$ cat src/rtl/rcs_pkg.sv
package rcs_pkg;

    // Strobe polarity configuration
    typedef enum logic {
        STB_ACT_HIGH = 1'b0,
        STB_ACT_LOW  = 1'b1
    } stb_pol_e;

    // Code source selection
    typedef enum logic {
        SRC_MANUAL = 1'b0,
        SRC_EVENT  = 1'b1
    } code_src_e;

endpackage

$ cat src/rtl/rcs_manual_sel.sv
module rcs_manual_sel #(
    parameter int CODE_W = 4,
    parameter int POS_W  = 5
) (
    input  logic              clk,
    input  logic              rst_n,
    input  logic              ev_busy,
    input  logic [POS_W-1:0]  sel_pos,
    output logic [CODE_W-1:0] man_chan
);
    localparam int NUM_CH = 1 << CODE_W;

    typedef struct packed {
        logic [CODE_W-1:0] chan;
    } man_state_t;

    man_state_t st_d, st_q;
    logic       pos_ok;

    always_comb begin
        st_d   = st_q;
        pos_ok = (sel_pos >= POS_W'(1)) && (sel_pos <= POS_W'(NUM_CH));
        if (!ev_busy && pos_ok) begin
            st_d.chan = CODE_W'(sel_pos - POS_W'(1));
        end
    end

    always_ff @(posedge clk or negedge rst_n) begin
        if (!rst_n) begin
            st_q <= '0;
        end else begin
            st_q <= st_d;
        end
    end

    assign man_chan = st_q.chan;
endmodule

$ cat src/rtl/rcs_code_reg.sv
module rcs_code_reg
    import rcs_pkg::*;
#(
    parameter int CODE_W = 4
) (
    input  logic              clk,
    input  logic              rst_n,
    input  logic              mux_mode,
    input  logic [CODE_W-1:0] ev_code,
    input  logic [CODE_W-1:0] man_chan,
    output logic [CODE_W-1:0] code_q_o,
    output logic [CODE_W-1:0] amux_sel_n
);
    typedef struct packed {
        logic [CODE_W-1:0] code;
    } code_state_t;

    code_state_t st_d, st_q;
    code_src_e   src;

    always_comb begin
        src  = code_src_e'(mux_mode);
        st_d = st_q;
        if (src == SRC_EVENT) begin
            st_d.code = ev_code;
        end else begin
            st_d.code = man_chan;
        end
    end

    always_ff @(posedge clk or negedge rst_n) begin
        if (!rst_n) begin
            st_q <= '0;
        end else begin
            st_q <= st_d;
        end
    end

    assign code_q_o = st_q.code;

    // Each select line is driven straight from a register bit, inverted.
    for (genvar i = 0; i < CODE_W; i++) begin : g_sel
        assign amux_sel_n[i] = ~st_q.code[i];
    end
endmodule

$ cat src/rtl/rcs_xfer_gate.sv
module rcs_xfer_gate
    import rcs_pkg::*;
#(
    parameter int CODE_W = 4
) (
    input  logic              strobe,
    input  logic              stb_low_act,
    input  logic              multi_an,
    input  logic              unit_sel,
    input  logic [CODE_W-1:0] code,
    output logic [CODE_W-1:0] route_n
);
    stb_pol_e pol;
    logic     stb_active;
    logic     addr_ok;
    logic     gate_n;

    always_comb begin
        pol        = stb_pol_e'(stb_low_act);
        stb_active = (pol == STB_ACT_LOW) ? ~strobe : strobe;
        addr_ok    = ~multi_an | unit_sel;
        gate_n     = ~(stb_active & addr_ok);
    end

    // One OR gate per routing line: the common control must be low to pass.
    for (genvar i = 0; i < CODE_W; i++) begin : g_or
        assign route_n[i] = ~code[i] | gate_n;
    end
endmodule

$ cat src/rtl/route_code_sel.sv
module route_code_sel #(
    parameter int CODE_W = 4
) (
    input  logic                             clk,
    input  logic                             rst_n,
    input  logic                             mux_mode,
    input  logic [CODE_W-1:0]                ev_code,
    input  logic                             ev_busy,
    input  logic [$clog2((1<<CODE_W)+1)-1:0] sel_pos,
    input  logic                             strobe,
    input  logic                             stb_low_act,
    input  logic                             multi_an,
    input  logic                             unit_sel,
    output logic [CODE_W-1:0]                amux_sel_n,
    output logic [CODE_W-1:0]                route_n
);
    localparam int NUM_CH = 1 << CODE_W;
    localparam int POS_W  = $clog2(NUM_CH + 1);

    logic [CODE_W-1:0] man_chan;
    logic [CODE_W-1:0] code_q;

    rcs_manual_sel #(.CODE_W(CODE_W), .POS_W(POS_W)) u_man (
        .clk      (clk),
        .rst_n    (rst_n),
        .ev_busy  (ev_busy),
        .sel_pos  (sel_pos),
        .man_chan (man_chan)
    );

    rcs_code_reg #(.CODE_W(CODE_W)) u_code (
        .clk        (clk),
        .rst_n      (rst_n),
        .mux_mode   (mux_mode),
        .ev_code    (ev_code),
        .man_chan   (man_chan),
        .code_q_o   (code_q),
        .amux_sel_n (amux_sel_n)
    );

    rcs_xfer_gate #(.CODE_W(CODE_W)) u_gate (
        .strobe      (strobe),
        .stb_low_act (stb_low_act),
        .multi_an    (multi_an),
        .unit_sel    (unit_sel),
        .code        (code_q),
        .route_n     (route_n)
    );
endmodule

$ cat config.mk
export PLATFORM = sky130hd
export DESIGN_NAME = route_code_sel
export DESIGN_NICKNAME = d
export VERILOG_FILES = /design/src/rtl/rcs_pkg.sv /design/src/rtl/rcs_manual_sel.sv /design/src/rtl/rcs_code_reg.sv /design/src/rtl/rcs_xfer_gate.sv /design/src/rtl/route_code_sel.sv
export SDC_FILE = /design/constraint.sdc
export NUM_CORES = 1
export LEC_CHECK = 0
export ABC_AREA = 1
export CAP_MARGIN = 20
export CORE_MARGIN = 5
export CORE_UTILIZATION = 30
export DETAILED_ROUTE_END_ITERATION = 10
export DONT_BUFFER_PORTS = 1
export SETUP_SLACK_MARGIN = 0.2
export SLEW_MARGIN = 20
export SYNTH_ARGS = -nofsm -noshare
export SYNTH_HDL_FRONTEND = slang
export SYNTH_HIERARCHICAL = 1
export SYNTH_SLANG_ARGS = --single-unit
export TNS_END_PERCENT = 50
$ cat constraint.sdc
create_clock -name clk -period 0.8 [get_ports clk]
set_input_delay 0.04 -clock clk [delete_from_list [all_inputs] [get_ports clk]]
set_output_delay 0.04 -clock clk [all_outputs]
set_load 0.05 [all_outputs]
==> results.sh, run 1 <==
export IMPL_outcome="finished, violations left"
export IMPL_violations="negative hold slack, negative setup slack"
export IMPL_layout_cells_most_common_list="26 x nand2_1, 8 x dfrtp_1, 7 x inv_1, 7 x nand4_1, 6 x dlygate4sd3_1"
export IMPL_numPortBuffers=0
export IMPL_seqPwrFrac_pct=37.9
export IMPL_cts_sinks=8
export IMPL_syn_inst=71
export IMPL_path_class="reg2out"
export IMPL_fin_ws_ns=-0.140
export IMPL_gr_total_overflow=0
export IMPL_cts_buffers=3
export IMPL_p_leak_nw=0.433
export IMPL_syn2layout_area_growth_pct=56.4
export IMPL_worstHoldPathType="in2reg"
export IMPL_finalClockSkew_ns=0.0000405
export IMPL_endpoint_kind="primary output"
export IMPL_p_per_area_nw_per_um2=1510
export IMPL_dp_cells=104
export IMPL_postLayoutCoreUtil_pct=49.4
export IMPL_regArea_um2=200
export IMPL_maxCapViolCount=0
export IMPL_root_buffer="clkbuf_4"
export IMPL_timing_final_crit_share_pct=118
export IMPL_cp_arrival_ns=0.90
export IMPL_htree_levels=1
export IMPL_die_h_um=52.6
export IMPL_crit_path_start_kind="flop"
export IMPL_grt_antenna_before_repair=0
export IMPL_final_common_cell="nand2_1"
export IMPL_fmax_ghz=1.06
export IMPL_grt_max_degree=9
export IMPL_first_pass_iters=2
export IMPL_insertion_delay_ns=0.25
export IMPL_io_pins=25
export IMPL_min_period_ns=0.940
export IMPL_setup_viol=8
export IMPL_cts_buffer_depth=2
export IMPL_required_ns=0.76
export IMPL_yosys_cell_types_count=13
export IMPL_cts_tree="done"
export IMPL_max_slew_worst_pin_slew_ns=0.364
export IMPL_timing_hold_ws_ns=-0.0476
export IMPL_yosysTopAreaCell="dfrtp_1"
export IMPL_power_switching_uw=440
export IMPL_gp_congestion=0.770
export IMPL_p_clk_share_pct=23.1
export IMPL_clkTransAtPathRegs_ns=0.05
export IMPL_synth_area_um2=546
export IMPL_fin_nets=111
export IMPL_die_area_um2=2770
export IMPL_slew_headroom_pct=75.6
export IMPL_fill_cells=169
export IMPL_synth_area_top_cells="dfrtp_1 37%, nand2_1 18%, nand4_1 8.0%, inv_1 7.6%, ha_1 6.9%"
export IMPL_holdBufCountCts=7
export IMPL_start_util_pct=31.6
export IMPL_die_width_um=52.6
export IMPL_drv_slew=0
export IMPL_p_int_uw=850
export IMPL_peakVddDrop_mv=0.443
export IMPL_synth_fp_nets=91
export IMPL_netlist_area_leader_share_pct=36.7
export IMPL_drive_gt1_share_pct=31.5
export IMPL_fp_coreArea_um2=1730
export IMPL_totalWireLength_um=1230
export IMPL_drc_errors=0
export IMPL_grt_pass1_vias=545
export IMPL_routed_via_density=4.45
export IMPL_grt_first_pass_wirelength_um=2170
export IMPL_avgSynthCellArea_um2=7.68
export IMPL_wire_per_inst_um=10.8
export IMPL_comb_power_share_pct=39.0
export IMPL_n_antenna_cell=0
export IMPL_rrSetupSlack_ns=0.19
export IMPL_drtAntennaViolNets=0
export IMPL_dp_hpwl_um=1040
export IMPL_vias=507
export IMPL_track_usage_pct=10.8
export IMPL_multi_input_area_um2=329
export IMPL_drtIter0Drc=2
export IMPL_hold_viol=3
export IMPL_ys_seq_area_share_pct=36.7
export IMPL_rows=15
export IMPL_finalNonFillerCells=114
export IMPL_rsz0062_at_grt="yes"
export IMPL_synth_warnings=6
export IMPL_swShare_pct=34.1
export IMPL_crit_fanout=2
export IMPL_yosys_register_bits=8
-- stage by stage --
stage	instance area, um2	power (mW)	hold WS (ns)	TNS (ns)	setup slack (ns)
global route	853	1.38	-0.0225	-1.29	-0.194
floorplan	602	0.787	-0.256	-0.102	-0.0256
global placement	743	0.940	-0.255	0	0.118
detailed placement	743	0.951	-0.255	0	0.0903
finish	853	1.29	-0.0476	-0.877	-0.140
CTS	851	1.31	-0.0601	-0.957	-0.131
-- registers in the layout, summed over array words and instances (netlist names) --
name / cells
u_man/man_chan: 4
u_code/code_q_o: 4
-- cell type report --
cell class | instances | share of cell area (%)
Clock buffer | 3 | 2.64
Timing Repair Buffer | 15 | 23.2
Sequential cell | 8 | 23.5
Tap cell | 25 | 3.67
Multi-Input combinational cell | 50 | 38.6
Inverter | 13 | 8.50
-- cells by family after synthesis --
kind of cell               Yosys count  share of synthesized area, %
DFF                                  8                          36.7
AOI/OAI and AO/OA                    1                         0.917
adders and majority gates            3                          6.88
buffers and inverters               13                          8.95
and+or+nand+nor                     46                          46.6
-- power groups by stage --
stage               logic (mW)  registers [mW]  clock network [mW]
floorplan                0.301           0.486                   0
global placement         0.449           0.491                   0
detailed placement       0.458           0.493                   0
CTS                      0.508           0.486               0.317
global route             0.545           0.496               0.343
finish                   0.503           0.489               0.297
-- cell usage after synthesis --
cell and instances:
nand2_4 2, dfrtp_1 8, inv_2 2, nand3_4 2, a21oi_1 1, nand2_2 2
nor2_4 2, nand3_1 1, nand4_1 7, nand2_1 26, inv_1 11, nor2_1 4
ha_1 3
-- timing repair --
item,4_1_cts,5_1_grt
gates resized for setup,4,3
setup endpoints to repair,11,16
endpoints found under the hold margin,15,1
setup buffers,0,0
gates cloned,0,0
pin swaps,3,13
-- layer usage --
metal | up-vias | GRT usage [%] | share of wire, %
met4 | 0 | 8.94 | 2.8
li1 | 257 | - | -
met1 | 223 | 8.89 | 36
met5 | - | 0 | 0
met3 | 4 | 3.42 | 9.4
met2 | 23 | 20.5 | 52
-- critical path: stages (launching register included) --
cell and delay, ns:
dfrtp_1 0.38, nand4_1 0.10, buf_6 0.17
-- path summary, 6_finish.rpt --
path / startpoint / end / cells past startpoint
setup / recovery: u_code/code_q_o[1]$_DFF_PN0_ / route_n[1] / 2
max in group asynchronous: rst_n / u_man/man_chan[1]$_DFFE_PN0P_ / 1
setup reg to reg: u_man/man_chan[2]$_DFFE_PN0P_ / u_code/code_q_o[2]$_DFF_PN0_ / 2
hold reg to reg: u_man/man_chan[3]$_DFFE_PN0P_ / u_man/man_chan[3]$_DFFE_PN0P_ / 2
min in group asynchronous: rst_n / u_man/man_chan[0]$_DFFE_PN0P_ / 1
hold / removal: ev_busy / u_man/man_chan[3]$_DFFE_PN0P_ / 3
Power figures use the tool's default switching activity.
==> run 2: changes to the inputs <==
ABC_AREA = default   (was 1)
==> results.sh, run 2 <==
export IMPL_outcome="finished, violations left"
export IMPL_violations="negative hold slack, negative setup slack"
export IMPL_regArea_um2=200
export IMPL_reg2reg_to="u_man/man_chan[2]$_DFFE_PN0P_"
export IMPL_cts_buffers=3
export IMPL_synth_fp_nets=59
export IMPL_first_pass_iters=1
export IMPL_totalWireLength_um=1100
export IMPL_cts_buffer_depth=2
export IMPL_yosys_register_bits=8
export IMPL_rows=14
export IMPL_max_slew_worst_pin_slew_ns=0.416
export IMPL_avgSynthCellArea_um2=12.3
export IMPL_p_leak_nw=0.360
export IMPL_fin_nets=75
export IMPL_peakVddDrop_mv=0.634
export IMPL_crit_path_start_kind="input pin"
export IMPL_ys_async_sr_fraction_pct=100
export IMPL_syn2layout_area_growth_pct=68.7
export IMPL_cts_sinks=8
export IMPL_drive_gt1_share_pct=67.9
export IMPL_holdBufCountCts=1
export IMPL_synth_main_ff_cell="dfrtp_1"
export IMPL_drtIter0Drc=0
export IMPL_min_delay_worst_endpoint="u_code/code_q_o[3]$_DFF_PN0_"
export IMPL_worstHoldPathType="in2reg"
export IMPL_vias=330
export IMPL_layout_cells_most_common_list="8 x dfrtp_1, 6 x mux2_4, 6 x buf_4"
export IMPL_ys_seq_area_share_pct=41.8
export IMPL_n_antenna_cell=0
export IMPL_cp_arrival_ns=1.15
export IMPL_final_common_cell="dfrtp_1"
export IMPL_postLayoutCoreUtil_pct=53.7
export IMPL_clkTransAtPathRegs_ns=0.05
export IMPL_grt_pass1_vias=394
export IMPL_grt_antenna_before_repair=0
export IMPL_netlist_area_leader_share_pct=41.8
export IMPL_synth_warnings=6
export IMPL_fill_cells=125
export IMPL_multi_input_area_um2=348
export IMPL_finalClockSkew_ns=0.00552
export IMPL_required_ns=0.93
export IMPL_gp_congestion=0.694
export IMPL_synth_edff_count=0
export IMPL_p_per_area_nw_per_um2=1760
export IMPL_path_class="in2reg"
export IMPL_fp_coreArea_um2=1510
export IMPL_track_usage_pct=10.4
export IMPL_fin_ws_ns=-0.223
export IMPL_timing_final_crit_share_pct=128
export IMPL_holdPathStages=1
export IMPL_die_h_um=50.0
export IMPL_synth_area_top_cells="dfrtp_1 42%, mux2_2 9.4%, ha_1 7.8%, inv_1 6.3%, mux2_4 6.3%"
export IMPL_yosysTopAreaCell="dfrtp_1"
export IMPL_grt_max_degree=9
export IMPL_endpoint_kind="flop"
export IMPL_syn_inst=39
export IMPL_yosys_cell_types_count=14
export IMPL_die_width_um=50.0
export IMPL_min_period_ns=1.02
export IMPL_crit_fanout=4
export IMPL_reg2reg_from="u_man/man_chan[2]$_DFFE_PN0P_"
export IMPL_routed_via_density=4.78
export IMPL_rrSetupSlack_ns=0.04
export IMPL_die_area_um2=2500
export IMPL_r2r_cells=1
export IMPL_dp_hpwl_um=980
export IMPL_setup_viol=12
export IMPL_wire_per_inst_um=15.9
export IMPL_start_util_pct=31.8
export IMPL_drc_errors=0
export IMPL_numPortBuffers=0
export IMPL_insertion_delay_ns=0.25
export IMPL_synth_area_um2=479
export IMPL_hold_viol=4
export IMPL_maxCapViolCount=0
export IMPL_cts_tree="done"
export IMPL_timing_hold_ws_ns=-0.0657
export IMPL_fmax_ghz=0.977
export IMPL_io_pins=25
export IMPL_rsz0062_at_grt="yes"
export IMPL_total_power_mw=1.42
export IMPL_min_from="ev_code[3]"
export IMPL_grt_first_pass_wirelength_um=1900
export IMPL_drtAntennaViolNets=0
export IMPL_root_buffer="clkbuf_4"
export IMPL_htree_levels=1
export IMPL_slew_headroom_pct=72.2
export IMPL_synth_common_cells="8 x dfrtp_1, 8 x inv_1, 4 x mux2_2, 4 x nand3_1"
export IMPL_gr_total_overflow=0
export IMPL_drv_slew=0
run 2: cell types whose count changed in the layout (fill, tap and decap cells not counted), moves of 3 or more:
cell | previous run | this run
nand2_1 | 26 | 0
nor2_1 | 3 | 0
nand4_1 | 7 | 0
buf_6 | 4 | 0
mux2_4 | 0 | 6
dlygate4sd3_1 | 6 | 1
nor2_4 | 3 | 0
inv_1 | 7 | 2
buf_4 | 0 | 6
run 2: layout make-up:
type	instances	share of cell area [%]
multi-input combinational	23	43.0
sequential	8	24.8
timing repair buffer	11	16.7
inverter	8	10.2
clock buffer	3	2.79
tap	16	2.48
run 2: repair_timing:
item,4_1_cts,5_1_grt
setup buffers,1,1
endpoints found under the setup margin,16,16
endpoints found under the hold margin,13,4
resized for setup,9,3
run 2: critical path, cell delays in order:
cell       delay, ns
clkinv_16       0.03
ha_4            0.10
or3b_4          0.38
a21oi_4         0.16
o41ai_4         0.13
mux2_4          0.32
run 2: power by group:
group          switching [mW]  leakage [nW]  internal [mW]
registers              0.0575        0.0923          0.471
logic                   0.310         0.254          0.284
clock network           0.129        0.0138          0.171
total                   0.497         0.360          0.926
run 2: worst max-delay path by stage:
stage	slack, ns	cells after the start	to	from
detailed placement	-0.51	6	u_man/man_chan[2]$_DFFE_PN0P_	sel_pos[1]
global route	-0.26	6	u_man/man_chan[2]$_DFFE_PN0P_	sel_pos[0]
finish	-0.22	6	u_man/man_chan[2]$_DFFE_PN0P_	sel_pos[0]
CTS	-0.22	6	u_man/man_chan[2]$_DFFE_PN0P_	sel_pos[0]
floorplan	-0.45	6	u_man/man_chan[0]$_DFFE_PN0P_	sel_pos[0]
global placement	-0.46	6	u_man/man_chan[2]$_DFFE_PN0P_	sel_pos[0]
run 2: kinds of logic after synthesis:
kind of cell / synth area share [%]
AND/OR/NAND/NOR: 10.2
AO/OA/AOI/OAI: 10.7
XOR/XNOR: 5.48
buffers and inverters: 6.27
adder cells (fa/ha/maj): 7.83
multiplexers: 17.8
flip-flops: 41.8
run 2: through the flow:
| step | std cells | worst slack [ns] | hold slack, ns | setup TNS, ns | cell area (um2) |
|---|---|---|---|---|---|
| global placement | 63 | -0.458 | -0.255 | -1.63 | 717 |
| global route | 69 | -0.263 | -0.0862 | -2.05 | 808 |
| CTS | 68 | -0.222 | -0.0760 | -1.64 | 777 |
| detailed placement | 63 | -0.511 | -0.255 | -1.81 | 717 |
| finish | 69 | -0.223 | -0.0657 | -1.50 | 808 |
| floorplan | 39 | -0.450 | -0.256 | -1.48 | 587 |
run 2: per-layer routing:
metal	routed length [um]	share of wire [%]	global-route usage [%]	vias up
li1	-	-	-	159
met3	122	11	3.92	2
met2	616	56	17.2	17
met5	0	0	0	-
met4	19	1.7	9.17	0
met1	342	31	9.74	152
